`src/rtl/dma_ch_pkg.sv`:
```
package dma_ch_pkg;

  typedef enum logic [1:0] {ST_IDLE, ST_RD, ST_WR} phase_e;

  typedef struct packed {
    logic rdBeat;
    logic wrBeat;
    logic loadData;
    logic stepItem;
    logic errHit;
  } strobe_t;

  localparam logic [2:0] REG_PADDR = 3'd0;
  localparam logic [2:0] REG_MADDR = 3'd1;
  localparam logic [2:0] REG_COUNT = 3'd2;
  localparam logic [2:0] REG_CTRL  = 3'd3;
  localparam logic [2:0] REG_FCLR  = 3'd4;

  localparam int CTL_EN   = 0;
  localparam int CTL_TCIE = 1;
  localparam int CTL_HTIE = 2;
  localparam int CTL_TEIE = 3;
  localparam int CTL_DIR  = 4;
  localparam int CTL_CIRC = 5;
  localparam int CTL_PINC = 6;
  localparam int CTL_MINC = 7;
  localparam int CTL_SIZE = 8;
  localparam int CTL_PRIO = 10;

  localparam int FLAG_TC = 0;
  localparam int FLAG_HT = 1;
  localparam int FLAG_TE = 2;

endpackage

```
`src/rtl/dma_ch_ctrl.sv`:
```
module dma_ch_ctrl
  import dma_ch_pkg::*;
(
  input  logic    clk,
  input  logic    rstN,
  input  logic    active,
  input  logic    periphReq,
  input  logic    busReady,
  input  logic    busErr,
  output strobe_t strb,
  output logic    busValid,
  output logic    busWrite,
  output logic    periphAck
);

  phase_e state, stateNext;

  always_comb begin
    strb      = '0;
    stateNext = state;
    unique case (state)
      ST_IDLE: if (active && periphReq) stateNext = ST_RD;
      ST_RD: begin
        strb.rdBeat = 1'b1;
        if (busReady) begin
          if (busErr) begin
            strb.errHit = 1'b1;
            stateNext   = ST_IDLE;
          end else begin
            strb.loadData = 1'b1;
            stateNext     = ST_WR;
          end
        end
      end
      ST_WR: begin
        strb.wrBeat = 1'b1;
        if (busReady) begin
          if (busErr) strb.errHit   = 1'b1;
          else        strb.stepItem = 1'b1;
          stateNext = ST_IDLE;
        end
      end
      default: stateNext = ST_IDLE;
    endcase
  end

  always_ff @(posedge clk) begin
    if (!rstN) state <= ST_IDLE;
    else       state <= stateNext;
  end

  assign busValid  = (state != ST_IDLE);
  assign busWrite  = (state == ST_WR);
  assign periphAck = strb.stepItem;

  // a beat without handshake stays in the same phase
  p_hold_beat_r12: assert property (@(posedge clk) disable iff (!rstN)
    busValid && !busReady |=> busValid && $stable(state));

  // no beat starts while nothing is left to move
  p_idle_zero_r11: assert property (@(posedge clk) disable iff (!rstN)
    (state == ST_IDLE) && !active |=> (state == ST_IDLE));

endmodule

```
`src/rtl/dma_ch_datapath.sv`:
```
module dma_ch_datapath
  import dma_ch_pkg::*;
#(
  parameter int ADDR_W = 32,
  parameter int DATA_W = 32,
  parameter int CNT_W  = 16,
  parameter int REG_W  = 32
) (
  input  logic              clk,
  input  logic              rstN,
  input  logic              regWe,
  input  logic [2:0]        regAddr,
  input  logic [REG_W-1:0]  regWData,
  input  strobe_t           strb,
  input  logic [DATA_W-1:0] busRData,
  output logic              active,
  output logic              chanEnable,
  output logic [1:0]        chanPrio,
  output logic [ADDR_W-1:0] busAddr,
  output logic [1:0]        busSize,
  output logic [DATA_W-1:0] busWData,
  output logic [2:0]        flags,
  output logic              irq
);

  logic [ADDR_W-1:0] perBase, memBase, perCur, memCur, stepAmt;
  logic [CNT_W-1:0]  cntBase, cntCur, cntNext;
  logic [DATA_W-1:0] dataHold;
  logic [2:0]        flagReg, setMask, clrMask;
  logic [1:0]        itemSize, prio;
  logic enBit, ieTc, ieHt, ieTe, dirM2P, circ, pInc, mInc;
  logic cfgWr, enRise, wrapNow;

  assign cfgWr   = regWe && (regAddr == REG_CTRL);
  assign enRise  = cfgWr && regWData[CTL_EN] && !enBit;
  assign cntNext = cntCur - 1'b1;
  assign wrapNow = strb.stepItem && (cntNext == '0);

  always_comb begin
    unique case (itemSize)
      2'd0:    stepAmt = ADDR_W'(1);
      2'd1:    stepAmt = ADDR_W'(2);
      default: stepAmt = ADDR_W'(4);
    endcase
  end

  always_comb begin
    setMask          = '0;
    setMask[FLAG_TC] = wrapNow;
    setMask[FLAG_HT] = strb.stepItem && (cntNext == (cntBase >> 1));
    setMask[FLAG_TE] = strb.errHit;
    clrMask = (regWe && (regAddr == REG_FCLR)) ? regWData[2:0] : 3'b000;
  end

  always_ff @(posedge clk) begin
    if (!rstN) begin
      perBase <= '0; memBase <= '0; cntBase <= '0;
      perCur  <= '0; memCur  <= '0; cntCur  <= '0;
      enBit <= 1'b0; ieTc <= 1'b0; ieHt <= 1'b0; ieTe <= 1'b0;
      dirM2P <= 1'b0; circ <= 1'b0; pInc <= 1'b0; mInc <= 1'b0;
      itemSize <= '0; prio <= '0; dataHold <= '0; flagReg <= '0;
    end else begin
      if (regWe && !enBit) begin
        unique case (regAddr)
          REG_PADDR: perBase <= regWData[ADDR_W-1:0];
          REG_MADDR: memBase <= regWData[ADDR_W-1:0];
          REG_COUNT: cntBase <= regWData[CNT_W-1:0];
          REG_CTRL: begin
            ieTc     <= regWData[CTL_TCIE];
            ieHt     <= regWData[CTL_HTIE];
            ieTe     <= regWData[CTL_TEIE];
            dirM2P   <= regWData[CTL_DIR];
            circ     <= regWData[CTL_CIRC];
            pInc     <= regWData[CTL_PINC];
            mInc     <= regWData[CTL_MINC];
            itemSize <= regWData[CTL_SIZE +: 2];
            prio     <= regWData[CTL_PRIO +: 2];
          end
          default: ;
        endcase
      end
      if (strb.errHit)  enBit <= 1'b0;
      else if (cfgWr)   enBit <= regWData[CTL_EN];
      if (enRise) begin
        perCur <= perBase;
        memCur <= memBase;
        cntCur <= cntBase;
      end else if (strb.stepItem) begin
        if (wrapNow && circ) begin
          perCur <= perBase;
          memCur <= memBase;
          cntCur <= cntBase;
        end else begin
          cntCur <= cntNext;
          if (pInc) perCur <= perCur + stepAmt;
          if (mInc) memCur <= memCur + stepAmt;
        end
      end
      if (strb.loadData) dataHold <= busRData;
      flagReg <= (flagReg & ~clrMask) | setMask;
    end
  end

  assign active     = enBit && (cntCur != '0);
  assign chanEnable = enBit;
  assign chanPrio   = prio;
  assign busSize    = itemSize;
  assign busWData   = dataHold;
  assign busAddr    = strb.wrBeat ? (dirM2P ? perCur : memCur)
                                  : (dirM2P ? memCur : perCur);
  assign flags      = flagReg;
  assign irq        = |(flagReg & {ieTe, ieHt, ieTc});

  // an error beat drops the enable and leaves the error flag set
  p_err_stop_r7: assert property (@(posedge clk) disable iff (!rstN)
    strb.errHit |=> !enBit && flagReg[FLAG_TE]);

  // programmed values hold still while the channel runs
  p_cfg_locked_r9: assert property (@(posedge clk) disable iff (!rstN)
    enBit && $past(enBit) |-> $stable(perBase) && $stable(memBase)
      && $stable(cntBase) && $stable(dirM2P) && $stable(itemSize));

  // the running count never exceeds the programmed count
  p_count_bounded_r5: assert property (@(posedge clk) disable iff (!rstN)
    enBit |-> cntCur <= cntBase);

endmodule

```
`src/rtl/dma_channel.sv`:
```
module dma_channel
  import dma_ch_pkg::*;
#(
  parameter int ADDR_W = 32,
  parameter int DATA_W = 32,
  parameter int CNT_W  = 16,
  parameter int REG_W  = 32
) (
  input  logic              clk,
  input  logic              rstN,
  input  logic              regWe,
  input  logic [2:0]        regAddr,
  input  logic [REG_W-1:0]  regWData,
  input  logic              periphReq,
  output logic              periphAck,
  output logic              busValid,
  output logic              busWrite,
  output logic [ADDR_W-1:0] busAddr,
  output logic [1:0]        busSize,
  output logic [DATA_W-1:0] busWData,
  input  logic [DATA_W-1:0] busRData,
  input  logic              busReady,
  input  logic              busErr,
  output logic              chanEnable,
  output logic [1:0]        chanPrio,
  output logic [2:0]        flags,
  output logic              irq
);

  strobe_t strb;
  logic    active;

  dma_ch_ctrl u_ctrl (
    .clk       (clk),
    .rstN      (rstN),
    .active    (active),
    .periphReq (periphReq),
    .busReady  (busReady),
    .busErr    (busErr),
    .strb      (strb),
    .busValid  (busValid),
    .busWrite  (busWrite),
    .periphAck (periphAck)
  );

  dma_ch_datapath #(
    .ADDR_W (ADDR_W),
    .DATA_W (DATA_W),
    .CNT_W  (CNT_W),
    .REG_W  (REG_W)
  ) u_dp (
    .clk        (clk),
    .rstN       (rstN),
    .regWe      (regWe),
    .regAddr    (regAddr),
    .regWData   (regWData),
    .strb       (strb),
    .busRData   (busRData),
    .active     (active),
    .chanEnable (chanEnable),
    .chanPrio   (chanPrio),
    .busAddr    (busAddr),
    .busSize    (busSize),
    .busWData   (busWData),
    .flags      (flags),
    .irq        (irq)
  );

endmodule

```
`config.mk`:
```
export PLATFORM = sky130hd
export DESIGN_NAME = dma_channel
export DESIGN_NICKNAME = d
export VERILOG_FILES = /design/src/rtl/dma_ch_pkg.sv /design/src/rtl/dma_ch_ctrl.sv /design/src/rtl/dma_ch_datapath.sv /design/src/rtl/dma_channel.sv
export SDC_FILE = /design/constraint.sdc
export NUM_CORES = 1
export LEC_CHECK = 0
export BUFFER_PORTS_ARGS = -buffer_cell sky130_fd_sc_hd__buf_2
export CAP_MARGIN = 10
export CORE_MARGIN = 2
export CORE_UTILIZATION = 58
export CTS_CLUSTER_DIAMETER = 40
export DETAILED_ROUTE_END_ITERATION = 10
export GPL_TIMING_DRIVEN = 0
export PLACE_DENSITY = 0.83
export SETUP_SLACK_MARGIN = 0.3
export SYNTH_ARGS = -nofsm -noshare
export SYNTH_HDL_FRONTEND = slang
export SYNTH_SLANG_ARGS = --single-unit
```
`constraint.sdc`:
```
create_clock -name clk -period 3.65 [get_ports clk]
set_input_delay 0.1825 -clock clk [delete_from_list [all_inputs] [get_ports clk]]
set_output_delay 0.1825 -clock clk [all_outputs]
set_load 0.03 [all_outputs]
```
# Word level (Yosys, flattened, before mapping)
# Cells that the tools add are included.
# totals
memories	0
wordCells	97
mem_bits_rw	0
output_inout_bits	76
mem_bits_ro	0
reg_bits	209
inputBits	73
latch_bits	0
# op_classes
eq_ne	11
reduce_logical	29
muxes	30
shifts	0
n_bitwise	5
multipliers	0
n_addsub	3
n_div	0
magnitude_cmp	0
# ops
op	count
$mux 32	11
$add 32x3->32	2
$mux 16	3
$eq 16x15->1	1
$logic_not 16->1	1
$reduce_bool 16->1	1
$sub 16x1->16 const B	1
$reduce_and 2->1	6
$logic_and 1x1->1	10
$mux 2	5
$mux 1	7
$and 3x3->3	2
$eq 3x2->1 const B	2
$pmux 2 s3	1
$pmux 3 s2	1
$reduce_bool 3->1	2
$eq 2x1->1 const B	2
$logic_not 2->1	2
$ne 2x1->1 const B	2
$reduce_bool 2->1	2
$eq 3x1->1 const B	1
$eq 3x3->1 const B	1
$logic_not 3->1	1
$mux 3	1
10 further kinds	10

# Depth between registers and ports, before layout
# depth
ltp_word	8
ltp_mapped	14
mapped_depth_nobuf	11

# Modules after synthesis
# From an unflattened synthesis, not the netlist that was laid out.
# hier_totals
cells_unflattened	1363
area_unflattened_um2	11023.1
# modules_own_cells
mod	area_per_inst_um2	cells_per_inst	seq_area_each_um2	n_inst
dma_ch_datapath	10802.9	1338	4144.0	1
dma_ch_ctrl	220.2	25	40.0	1

# Worst setup path before layout
# Ideal clock, no wire load.
# synth_path
path_type	register to register
from	register u_dp.itemSize[1] (netlist: u_dp.busSize[1])
to	register u_dp.perCur[23]
t_required_ps	3518
stages_incl_launch_ff	12
t_arrival_ps	2661
period_less_slack_ps	2793
setup_slack_ps	857
setup_ps	132
path_buffers	1
path_cell_list	dfxtp_1 nand2b_1 inv_1 ha_1 a21o_1 a21oi_1 or4_1 clkbuf_1 or2_1 o32a_1 o211ai_1 o21ai_0
# synth_via
elab_chain_cells	7
word_cells_on_any_way	8
cone_classes	add/sub: 1; eq/ne: 1; mux: 5; reduce/logical: 1
# synth_lines
item	line_no	source
start: declaration	dma_ch_datapath.sv:30	logic [1:0] itemSize, prio;
start signal: assignment	dma_ch_datapath.sv:76	itemSize <= regWData[CTL_SIZE +: 2];
$eq 2x1->1 or $logic_not 2->1 (tied branches)	dma_ch_datapath.sv:40	unique case (itemSize)
$pmux 3 s2 (*)	dma_ch_datapath.sv:40	
$add 32x3->32 (*)	dma_ch_datapath.sv:95	if (pInc) perCur <= perCur + stepAmt;
$mux 32 (*)	dma_ch_datapath.sv:95	
$mux 32 (*)	dma_ch_datapath.sv:89	if (wrapNow && circ) begin
$mux 32 (*)	dma_ch_datapath.sv:88	end else if (strb.stepItem) begin
$mux 32 (*)	dma_ch_datapath.sv:84	if (enRise) begin
end signal: assignment	dma_ch_datapath.sv:85	perCur <= perBase;
end signal: assignment	dma_ch_datapath.sv:90	perCur <= perBase;
end signal: assignment	dma_ch_datapath.sv:95	
end: declaration	dma_ch_datapath.sv:26	logic [ADDR_W-1:0] perBase, memBase, perCur, memCur, stepAmt;
# Mark *: on every way between the ends. The rest lies on a longest branch, timed or not. The select of a mux whose other input is x is not followed.
# A chain may end at the register's enable or synchronous reset.

# Worst setup path after layout
# layout_path
from	register u_ctrl.state[0]
to	output periphAck
# layout_via
elab_chain_cells	2
# layout_lines
item	line_no	source
start: declaration	dma_ch_ctrl.sv:16	phase_e state, stateNext;
start signal: assignment	dma_ch_ctrl.sv:49	else state <= stateNext;
$eq 2x2->1	dma_ch_ctrl.sv:21	unique case (state)
$mux 1	dma_ch_ctrl.sv:21	
end: declaration	dma_channel.sv:15	output logic periphAck,
# Every way passes these cells.

==> results.md <==
* Status: finished, final reports clean
* Placed cells at 1739
* Vias in the first global route at 11470
* Share of layout cells above drive strength 1 at a little under a fifth
* CP Max Fanout at 10
* Tcrit/Tclk final at 93.12%
* # diodes at 0
* Final core occ at 74.87%
* Clock-pin transition on the worst setup and hold timing paths at about 0.060 ns
* Worst Setup Start Kind: flip-flop
* Fin Hold WS at 0.02270 ns
* Slew @ Worst Pin at ~1.3 ns
* Nets at 1695
* CTS sink count at 209
* Most common cell in the netlist: nand2_1
* Register area share after synthesis at 38.23%
* Worst Clk Skew at 0.02223 ns
* Library cells used by synthesis at 76
* Synth Net Count at approximately 1400
* Final non-filler cell total at 1868
* Synth warn at 0
* Max_cap viols at 0
* Syn-to-layout area delta at 27.09%
* CORE AREA at 18580 sq um
* WS Path Type: reg -> out
* Slew Viols, Final at 0
* Avg Cell Area, Syn at 8.060 sq um
* Main flop type after synthesis: dfxtp_1
* Cell area after synthesis at 10950 sq um
* Mapped Cells at 1358
* Power density over cell area at approximately 440 nW/um^2
* Drt wl/cell at around 22 um
* Final wirelength at 40780 um
* FFs w/ async S/R, synth at 0%
* Hold Crit Class: in -> reg
* Row count at 50
* CP required at 3.47 ns
* GPL Wtd Cong at 1.008
* Initial Util at 58.91%
* Largest net degree at the start of global routing at 15
* Final setup TNS at 0 ns
* CTS Root Cell: clkbuf_16
* Crit path from: u_ctrl.state[0]
* HP Start: regWData[15]
* Maximum root-to-sink buffer count at 3
* Unrepaired setup endpoints after global routing: yes
* Antenna-violating nets left at 0
* Crit end category: output port
* Post-synth top area share at 38.23%
* Synth area leaders: dfxtp_1 38%, nand2_1 9.9%, mux2i_1 7.9%, a21oi_1 6.9%, nor2_1 3.4%
* Post-DR vias/cell at between 6 and 7
* GRT Residual Overflow at 0
* Worst path arrival time at 3.22 ns
* # IOs at 149
* Fin crit period at 3.399 ns
* Num CTS Buffers at 36
* DRC viols at 0
* Worst VDD drop at 0.4173 mV
* Seq. cell area at 4184 sq um
* Die Y at 141.4 um
* DIE WIDTH at around 140 um
* HPWL after DPL at 26600 um
* Area occupied by multi-input gates at 6222 sq um
* FF-to-FF Start: u_dp.cntCur[5]
* PortBufs at ~150
* Final Power at 6.141 mW
* Gr usage total at between 30% and 40%
* CTS tree: done
* Leak at 5.750 nW
* Slew HR at 11.94%
* Hold Vio Cnt, Final at 0
* First-pass GRT wire length at 61780 um
* Initial antenna violation count at 0
* Yosys reg bits at 209
* Drt first-iter violations at about 1500
* Largest area contributor in the netlist: dfxtp_1
* DR vias at between 10000 and 15000
* Fmax at ~300 MHz
* Post-synth top cells: 288 x nand2_1, 209 x dfxtp_1, 151 x a21oi_1, 100 x nor2_1, 86 x mux2i_1
* Post-synth EDFFs at 0
* Endpoints failing setup at 0
* Total iterations of the first detailed-routing run at 9
* Clk_lat worst skew at about 0.5 ns
* Htree depth at 2
* Fillers at 1314
* DIE AREA at 19990 sq um
metal layers:
| layer | track usage (%) | vias up | share of wire, % |
|---|---|---|---|
| met1 | 49.47 | 5525 | 37 |
| met2 | 64.10 | 919 | 45 |
| li1 | - | 5307 | - |
| met3 | 9.652 | 172 | 13 |
| met4 | 19.95 | 0 | 5.1 |
| met5 | 0 | - | 0 |
through the flow:
stage	worst slack, ns	instance area (sq um)
global route	0.2718	13910
detailed placement	-0.01295	11970
CTS	0.3218	13850
floorplan	0.8569	10950
finish	0.2510	13910
global placement	-0.02158	11970
kinds of logic after synthesis:
logic type                 share of synthesized area (%)
and+or+nand+nor                                    23.88
DFF                                                38.23
buffers and inverters                              5.510
AOI/OAI and AO/OA                                  16.94
xor gates and xnor gates                           2.320
adders and majority gates                          1.623
muxes                                              11.50
report_power, final:
group	switching (mW)	internal, mW
sequential	0.0238	2.31
clock	1.22	2.17
combinational	0.241	0.169
state kept, by name (all words and copies together) (netlist names), 2 cells and up:
register	cells
u_dp.perBase	32
u_dp.busSize	2
u_dp.flags	3
u_dp.perCur	32
u_dp.memCur	32
u_dp.cntBase	16
u_ctrl.state	2
u_dp.memBase	32
u_dp.cntCur	16
u_dp.chanPrio	2
u_dp.busWData	32
critical path: stages (launching register included):
cell and delay [ns]:
dfxtp_1 0.33, inv_1 0.08, ha_1 0.31, nand3b_1 0.13, clkbuf_2 0.31, inv_2 0.23, clkbuf_1 0.59, buf_2 0.45
buf_2 0.27
timing repair:
action,in CTS,in global routing
hold buffers,62,0
setup endpoints to repair,53,77
endpoints found under the hold margin,91,0
setup buffers,2,2
resized for setup,6,14
pin swaps,1,1
layout make-up:
class	count	share of cell area, %
Timing Repair Buffer	213	9.966
Sequential cell	209	30.08
Tap cell	234	2.105
Multi-Input combinational cell	1036	44.73
Buffer	94	3.877
Clock buffer	44	7.133
Inverter	19	0.5127
Clock inverter	19	1.601
cell usage in the layout (no fill, tap or decap), drive strengths merged, types with 16 or more instances in the layout:
master and count:
nor3 32, mux2 33, nand4 18, inv 25
xor2 16, nand3 32, o21ai 46, dlygate4sd3 62
o22ai 46, mux2i 87, nand2 288, dfxtp 209
buf 172, a21oi 152, clkbuf 117, nor2 100
path summary, 6_finish.rpt:
path              depth (start not counted)  slack [ns]               end
setup / recovery                          8        0.25         periphAck
hold / removal                            3        0.02  u_dp.perBase[15]
setup reg to reg                         10        0.35   u_dp.perCur[21]
hold reg to reg                           2        0.46   u_dp.memBase[6]
Power figures use the tool's default switching activity.
